===== config.mk =====
export PLATFORM = sky130hd
export DESIGN_NAME = ctx_unit
export DESIGN_NICKNAME = d
export VERILOG_FILES = /design/src/rtl/ctx_pkg.sv /design/src/rtl/ctx_decode.sv /design/src/rtl/ctx_regs.sv /design/src/rtl/ctx_unit.sv
export SDC_FILE = /design/constraint.sdc
export NUM_CORES = 1
export LEC_CHECK = 0
export BUFFER_PORTS_ARGS = -buffer_cell sky130_fd_sc_hd__buf_4
export CAP_MARGIN = 40
export CORE_MARGIN = 4
export CORE_UTILIZATION = 39
export CTS_BUF_LIST = sky130_fd_sc_hd__clkbuf_2 sky130_fd_sc_hd__clkbuf_4 sky130_fd_sc_hd__clkbuf_8
export CTS_CLUSTER_SIZE = 28
export DETAILED_ROUTE_END_ITERATION = 6
export PLACE_DENSITY_LB_ADDON = 0.05
export SLEW_MARGIN = 40
export SYNTH_ARGS = -nofsm -noshare
export SYNTH_HDL_FRONTEND = slang
export SYNTH_HIERARCHICAL = 1
export SYNTH_SLANG_ARGS = --single-unit
export TNS_END_PERCENT = 5

===== constraint.sdc =====
create_clock -name clk_i -period 2.6 [get_ports clk_i]
set_clock_uncertainty 0.05 [all_clocks]
set_input_delay 0.65 -clock clk_i [delete_from_list [all_inputs] [get_ports clk_i]]
set_output_delay 0.65 -clock clk_i [all_outputs]
set_load 0.01 [all_outputs]

===== src/rtl/ctx_pkg.sv =====
package ctx_pkg;
  localparam int CTX_NIB_W = 4;

  typedef enum logic [2:0] {
    OP_NONE = 3'd0,
    OP_SAV  = 3'd1,
    OP_MARK = 3'd2,
    OP_RET  = 3'd3,
    OP_DIS  = 3'd4
  } ctx_op_e;
endpackage


===== src/rtl/ctx_decode.sv =====
module ctx_decode
  import ctx_pkg::*;
#(
  parameter int NIB_W    = CTX_NIB_W,
  parameter int INT_X    = 2,
  parameter int INT_P    = 1,
  parameter int LINK_REG = 2,
  localparam int BYTE_W  = 2 * NIB_W
) (
  input  logic              clr_i,
  input  logic              init_i,
  input  logic              ack_i,
  input  logic              ie_i,
  input  logic [2:0]        op_i,
  input  logic [NIB_W-1:0]  x_i,
  input  logic [NIB_W-1:0]  p_i,
  input  logic [BYTE_W-1:0] t_i,
  input  logic [BYTE_W-1:0] rdata_i,
  output logic              ld_x_o,
  output logic              ld_p_o,
  output logic              ld_t_o,
  output logic              ld_ie_o,
  output logic [NIB_W-1:0]  x_nxt_o,
  output logic [NIB_W-1:0]  p_nxt_o,
  output logic [BYTE_W-1:0] t_nxt_o,
  output logic              ie_nxt_o,
  output logic              we_o,
  output logic [BYTE_W-1:0] wdata_o,
  output logic [NIB_W-1:0]  ptr_o,
  output logic              inc_o,
  output logic [NIB_W-1:0]  inc_idx_o,
  output logic              dec_o,
  output logic [NIB_W-1:0]  dec_idx_o
);
  localparam logic [NIB_W-1:0] INT_X_V = NIB_W'(INT_X);
  localparam logic [NIB_W-1:0] INT_P_V = NIB_W'(INT_P);
  localparam logic [NIB_W-1:0] LINK_V  = NIB_W'(LINK_REG);

  ctx_op_e op;
  logic    take_int;

  assign take_int = ack_i && ie_i;

  always_comb begin
    op = OP_NONE;
    case (op_i)
      3'd1:    op = OP_SAV;
      3'd2:    op = OP_MARK;
      3'd3:    op = OP_RET;
      3'd4:    op = OP_DIS;
      default: op = OP_NONE;
    endcase
  end

  always_comb begin
    ld_x_o    = 1'b0;
    ld_p_o    = 1'b0;
    ld_t_o    = 1'b0;
    ld_ie_o   = 1'b0;
    x_nxt_o   = x_i;
    p_nxt_o   = p_i;
    t_nxt_o   = t_i;
    ie_nxt_o  = ie_i;
    we_o      = 1'b0;
    wdata_o   = t_i;
    ptr_o     = x_i;
    inc_o     = 1'b0;
    inc_idx_o = x_i;
    dec_o     = 1'b0;
    dec_idx_o = LINK_V;
    if (clr_i || init_i) begin
      if (clr_i) begin
        ld_ie_o  = 1'b1;
        ie_nxt_o = 1'b1;
      end
      if (init_i) begin
        ld_x_o  = 1'b1;
        ld_p_o  = 1'b1;
        x_nxt_o = '0;
        p_nxt_o = '0;
      end
    end else if (take_int) begin
      // context packed before fixed service designators are forced
      ld_t_o   = 1'b1;
      t_nxt_o  = {x_i, p_i};
      ld_x_o   = 1'b1;
      x_nxt_o  = INT_X_V;
      ld_p_o   = 1'b1;
      p_nxt_o  = INT_P_V;
      ld_ie_o  = 1'b1;
      ie_nxt_o = 1'b0;
    end else begin
      case (op)
        OP_SAV: begin
          we_o    = 1'b1;
          wdata_o = t_i;
        end
        OP_MARK: begin
          we_o    = 1'b1;
          wdata_o = {x_i, p_i};
          ptr_o   = LINK_V;
          dec_o   = 1'b1;
          ld_t_o  = 1'b1;
          t_nxt_o = {x_i, p_i};
          ld_x_o  = 1'b1;
          x_nxt_o = p_i;
        end
        OP_RET, OP_DIS: begin
          inc_o    = 1'b1;
          ld_x_o   = 1'b1;
          ld_p_o   = 1'b1;
          x_nxt_o  = rdata_i[BYTE_W-1:NIB_W];
          p_nxt_o  = rdata_i[NIB_W-1:0];
          ld_ie_o  = 1'b1;
          ie_nxt_o = (op == OP_RET);
        end
        default: ;
      endcase
    end
  end
endmodule


===== src/rtl/ctx_regs.sv =====
module ctx_regs #(
  parameter int NIB_W   = 4,
  localparam int BYTE_W = 2 * NIB_W
) (
  input  logic              clk_i,
  input  logic              rst_ni,
  input  logic              ld_x_i,
  input  logic              ld_p_i,
  input  logic              ld_t_i,
  input  logic              ld_ie_i,
  input  logic [NIB_W-1:0]  x_nxt_i,
  input  logic [NIB_W-1:0]  p_nxt_i,
  input  logic [BYTE_W-1:0] t_nxt_i,
  input  logic              ie_nxt_i,
  output logic [NIB_W-1:0]  x_o,
  output logic [NIB_W-1:0]  p_o,
  output logic [BYTE_W-1:0] t_o,
  output logic              ie_o
);
  always_ff @(posedge clk_i or negedge rst_ni) begin
    if (!rst_ni) begin
      x_o  <= '0;
      p_o  <= '0;
      t_o  <= '0;
      ie_o <= 1'b1;
    end else begin
      if (ld_x_i)  x_o  <= x_nxt_i;
      if (ld_p_i)  p_o  <= p_nxt_i;
      if (ld_t_i)  t_o  <= t_nxt_i;
      if (ld_ie_i) ie_o <= ie_nxt_i;
    end
  end
endmodule


===== src/rtl/ctx_unit.sv =====
module ctx_unit
  import ctx_pkg::*;
#(
  parameter int NIB_W    = CTX_NIB_W,
  parameter int INT_X    = 2,
  parameter int INT_P    = 1,
  parameter int LINK_REG = 2,
  localparam int BYTE_W  = 2 * NIB_W
) (
  input  logic              clk_i,
  input  logic              rst_ni,
  input  logic              clr_i,
  input  logic              init_i,
  input  logic              int_ack_i,
  input  logic [2:0]        op_i,
  input  logic [BYTE_W-1:0] mem_rdata_i,
  output logic [NIB_W-1:0]  x_o,
  output logic [NIB_W-1:0]  p_o,
  output logic [BYTE_W-1:0] t_o,
  output logic              ie_o,
  output logic              mem_we_o,
  output logic [BYTE_W-1:0] mem_wdata_o,
  output logic [NIB_W-1:0]  mem_ptr_o,
  output logic              ptr_inc_o,
  output logic [NIB_W-1:0]  ptr_inc_idx_o,
  output logic              ptr_dec_o,
  output logic [NIB_W-1:0]  ptr_dec_idx_o
);
  logic              ld_x, ld_p, ld_t, ld_ie;
  logic [NIB_W-1:0]  x_nxt, p_nxt;
  logic [BYTE_W-1:0] t_nxt;
  logic              ie_nxt;

  ctx_decode #(
    .NIB_W(NIB_W), .INT_X(INT_X), .INT_P(INT_P), .LINK_REG(LINK_REG)
  ) u_dec (
    .clr_i     (clr_i),
    .init_i    (init_i),
    .ack_i     (int_ack_i),
    .ie_i      (ie_o),
    .op_i      (op_i),
    .x_i       (x_o),
    .p_i       (p_o),
    .t_i       (t_o),
    .rdata_i   (mem_rdata_i),
    .ld_x_o    (ld_x),
    .ld_p_o    (ld_p),
    .ld_t_o    (ld_t),
    .ld_ie_o   (ld_ie),
    .x_nxt_o   (x_nxt),
    .p_nxt_o   (p_nxt),
    .t_nxt_o   (t_nxt),
    .ie_nxt_o  (ie_nxt),
    .we_o      (mem_we_o),
    .wdata_o   (mem_wdata_o),
    .ptr_o     (mem_ptr_o),
    .inc_o     (ptr_inc_o),
    .inc_idx_o (ptr_inc_idx_o),
    .dec_o     (ptr_dec_o),
    .dec_idx_o (ptr_dec_idx_o)
  );

  ctx_regs #(.NIB_W(NIB_W)) u_regs (
    .clk_i    (clk_i),
    .rst_ni   (rst_ni),
    .ld_x_i   (ld_x),
    .ld_p_i   (ld_p),
    .ld_t_i   (ld_t),
    .ld_ie_i  (ld_ie),
    .x_nxt_i  (x_nxt),
    .p_nxt_i  (p_nxt),
    .t_nxt_i  (t_nxt),
    .ie_nxt_i (ie_nxt),
    .x_o      (x_o),
    .p_o      (p_o),
    .t_o      (t_o),
    .ie_o     (ie_o)
  );
endmodule


# Yosys cells after proc, flatten, opt, wreduce, memory -nomap -nowiden
# Index checks and enable logic that the tools add are counted.
[totals] elab_cells=64 regBits=17 output_inout_bits=40
[op_classes] eq_ne=10 muxes=38 n_reduce_logical=11 bitwise_logic=1
[ops] op="$mux 4" count=9
[ops] op="$mux 8" count=4
[ops] op="$mux 1" count=23
[ops] op="$eq 3x2->1 const B" count=4
[ops] op="$pmux 3 s4" count=1
[ops] op="$reduce_and 3->1" count=3
[ops] op="$pmux 4 s2" count=1
[ops] op="$eq 3x1->1 const B" count=2
[ops] op="$eq 3x3->1 const B" count=2
[ops] op="$ne 2x2->1 const B" count=2
[ops] op="$reduce_bool 4->1" count=1
[ops] op="$reduce_or 2->1" count=2
[ops] op="$reduce_bool 3->1" count=1
[ops] op="$reduce_or 3->1" count=1
[ops] op="$reduce_and 2->1" count=1
[ops] op="$logic_and 1x1->1" count=1
[ops] op="$logic_or 1x1->1" count=1
[ops] op="$not 1->1" count=1

# Logic depth before layout (Yosys ltp)
[logic_depth] ltp_word=8 depth_mapped=7 ltp_nobuf=4

# By module
# Netlist, hierarchy kept.
[modules_own_cells] module="ctx_decode" cells_per_inst=90 instances=1 area_each_um2=729.4 seq_area_each_um2=0.0
[modules_own_cells] module="ctx_regs" cells_per_inst=35 instances=1 area_each_um2=659.4 seq_area_each_um2=426.7

# Worst setup path after synthesis
# No wires, ideal clock.
[synth_path] path_type="input-to-output" startpoint="input op_i[0]" endpoint="output mem_wdata_o[5]" path_slack_ns=-0.068 stages=6 arrival_time_ns=1.968 required_time_ns=1.900 path_buffers=3 cell_sequence="buf_4 > or3b_4 > or2_1 > buf_6 > buf_6 > mux2_4"
[synth_between] elab_chain_len=6 elab_cells_between_ends=9 classes_between="5 x eq/ne; 4 x mux"
[synth_rtl] item="start, declared" line="ctx_unit.sv:15" source="input logic [2:0] op_i,"
[synth_rtl] item="$eq 3x3->1 (tied with other cells)" line="ctx_decode.sv:46" source="case (op_i)"
[synth_rtl] item="$pmux 3 s4 *" line="ctx_decode.sv:46"
[synth_rtl] item="$eq 3x2->1 *" line="ctx_decode.sv:93" source="case (op)"
[synth_rtl] item="$mux 8 *" line="ctx_decode.sv:93"
[synth_rtl] item="$mux 8 *" line="ctx_decode.sv:82" source="end else if (take_int) begin"
[synth_rtl] item="$mux 8 *" line="ctx_decode.sv:71" source="if (clr_i || init_i) begin"
[synth_rtl] item="end, declared" line="ctx_unit.sv:22" source="output logic [BYTE_W-1:0] mem_wdata_o,"
# Every way passes the cells marked *; elsewhere a longest branch is shown, timed or not.

# Worst setup path after layout
# Same ends and word-level chain as after synthesis.

==> flow_summary.toml <==
[yosys]
syn-instance-count = 125
netlist_area_sq_mm = 0.00139
ys_types = 43
yosys_warnings = 6
ys_seq_area_share_pct = 30.7
synth_area_per_cell_sq_um = 11.1
ys_seq_elements = 17

[global_route]
grt_usage_pct = 15.2
grt_pass1_wl_um = 5180
antenna_found_initial = 0
grt_overflow = 0
grt_pass1_vias = 1086
grt_max_degree = 18

[job]
drv_cap = 0

[routing]
drt_iter0_markers = 22
routed_via_density = 5.15
ant_nets = 0
wl_per_cell_um = 14.9
routed_wl_um = 3410
first_pass_iters = 7
drc = 0
vias = 1174

[cells_and_area]
drive_gt1_share_pct = 63.7
layout.nets = 199
antenna_cells = 0
fillers = 309
areaGrowthSynthToFinish_pct = 36.2
finalNonFillerCells = 228

[worst_setup_path]
critPathMostFrequentCell = "buf_6"
cp_slowest_stage_delay_ns = 0.39
worstPathRequired_ns = 1.90
r2r_start = "u_regs/ie_o"
rr_worst_depth = 4
reg2reg_to = "u_regs/x_o[0]"
cp.arrival_ns = 1.93
cp_cell_sequence = "buf_6, or3b_4, or2_4, buf_6, mux2_4, buf_6"
slowest_stage = "or3b_4"
worst-path-max-fanout = 6
worst-r2r-setup-slack_ns = 0.66
critical_path.startpoint_type = "input pin"
critPathKind = "input pin to output pin"
worstSetupEndpointType = "output pin"

[place]
place_congestion = 0.715
place_inst = 223
dp.final_hpwl_um = 2650
io_buffers = 51

[clocking]
cts_tree = "built"
clkTransAtPathRegs_ns = 0.11
postCtsHoldBufs = 0
clkSinkCount = 17
clock_path_buffers = 2
h-tree-depth = 1
cts-root-buf = "clkbuf_4"
clk_latency_ns = 0.29
cts_made_buffers = 3

[floorplanning]
rows = 21
core_area_sq_mm = 0.00339
die_h_um = 67.7
io_pins = 56
design.die.area_sq_mm = 0.00458
die_x_um = 67.7
start_util_pct = 41.0

[power_and_ir_drop]
power_mw = 0.789
p_leak_nw = 1.01
powerDensity_mw_per_mm2 = 417
vdd_drop_max_uv = 222

[sta]
timing.fmax_mhz = 381
tightest_slew_ns = 0.696
rsz0062_at_grt = "yes"
timing.final.crit_share_pct = 101
hold_viol = 0
layout_setup_ws_ns = -0.0280
setup_viol = 5
period_minus_slack_ns = 2.63
slew_violations = 0
max_slew_margin_pct = 53.2

[run_status]
status = "finished with violations"
failed_checks = "setup timing"

[hold_path]
hold_class = "input pin to asynchronous set/reset pin"
-- power breakdown --
part / internal (mW) / leakage (nW) / switching, mW / total [mW]
clock network: 0.0572 / 0.0177 / 0.0876 / 0.145
registers: 0.293 / 0.231 / 0.0341 / 0.327
logic: 0.193 / 0.763 / 0.124 / 0.317
-- worst max-delay path by stage --
stage | start | end | depth (start not counted)
2_1_floorplan | op_i[0] | mem_wdata_o[5] | 6
3_3_place_gp | op_i[0] | mem_wdata_o[6] | 6
3_5_place_dp | op_i[0] | mem_wdata_o[5] | 6
4_1_cts | op_i[2] | mem_wdata_o[5] | 6
5_1_grt | op_i[0] | mem_wdata_o[5] | 6
6_report | op_i[0] | mem_wdata_o[5] | 6
-- metal layers --
layer / global-route usage, % / vias to the layer above / share of wire (%)
met1: 18.9 / 567 / 40
li1: - / 557 / -
met4: 3.04 / 0 / 0.44
met2: 26.2 / 48 / 51
met5: 0 / - / 0
met3: 3.99 / 2 / 8.0
-- critical path, delay by kind of cell --
family	cells	cell delay (ns)
mux	1	0.29
buf+inv	3	0.34
simple gates	2	0.64
-- cell families after synthesis --
kind of cell | Yosys count | synth area share, %
other cells | 2 | 0.541
flops | 17 | 30.7
xor+xnor | 1 | 0.631
compound gates | 22 | 13.5
mux | 31 | 29.4
buf+inv | 26 | 12.3
simple gates | 26 | 13.0
-- cell usage after synthesis, drive strengths merged --
cell type  count  share of area, %
nand2b         1              0.45
a221oi         1              0.63
mux2i          1              0.72
a211oi         1              0.54
dfstp          1               1.9
mux2          30                29
or2b           2               1.1
dfrtp         16                29
inv            9               2.4
o21bai         1              0.54
nand3b         1              0.54
nand2          2              0.54
and3b          1              0.63
a31oi          1              0.45
and4bb         1              0.90
or2            2              0.90
buf           15               9.3
or4bb          1              0.81
and2           3               1.6
a22o           3               1.9
or3b           2               1.4
a32o           1              0.72
nor3           4               1.4
a21oi          2              0.99
nor3b          1              0.54
a221o          3               2.2
o221ai         1              0.63
nor2           2              0.54
clkbuf         2              0.54
a31o           1              0.63
a21o           4               2.4
a211o          3               1.9
xnor2          1              0.63
nor4           2              0.90
nor4b          1              0.63
conb           2              0.54
-- repair_timing --
action,in CTS,in global routing
endpoints found under the setup margin,7,9
buffers inserted,1,0
pin swaps,2,2
endpoints found under the hold margin,0,0
resized for setup,9,1
-- registers in the layout, summed over array words and instances, names as in the netlist --
signal,count
u_regs/x_o,4
u_regs/ie_o,1
u_regs/t_o,8
u_regs/p_o,4
-- cell usage in the layout, fill, tap and decap left out, drive strengths merged, types with 2 or more instances in the layout --
master,netlist,final
and2,3,3
a21o,4,4
nand2,2,2
buf,15,68
or2b,2,2
inv,9,9
a211o,3,3
nor2,2,2
dfrtp,16,16
conb,2,4
or3b,2,2
or2,2,2
nor4,2,2
a22o,3,3
nor3,4,4
mux2,30,30
a21oi,2,2
clkbuf,2,3
a221o,3,3
-- per-stage QoR --
| stage | setup WS, ns | setup TNS [ns] | hold slack, ns | utilization [%] | cell area (sq um) |
|---|---|---|---|---|---|
| 2_1_floorplan | -0.0366 | -0.0733 | 0.304 | - | 1400 |
| 3_3_place_gp | -0.0637 | -0.259 | 0.482 | 53.7 | 1820 |
| 3_5_place_dp | -0.0894 | -0.372 | 0.484 | 53.7 | 1820 |
| 4_1_cts | -0.0490 | -0.189 | 0.150 | 55.7 | 1890 |
| 5_1_grt | -0.0493 | -0.209 | 0.154 | 55.8 | 1890 |
| 6_report | -0.0280 | -0.0733 | 0.154 | 55.8 | 1890 |
-- final cells by class --
cell class | instances | area [sq um] | area share [%]
Multi-Input combinational cell | 84 | 802 | 42.4
Timing Repair Buffer | 68 | 544 | 28.8
Inverter | 9 | 33.8 | 1.79
Sequential cell | 17 | 427 | 22.6
Clock inverter | 1 | 5.00 | 0.265
Tap cell | 46 | 57.6 | 3.04
Clock buffer | 3 | 22.5 | 1.19
No activity file was read; power rests on OpenSTA's default activity.
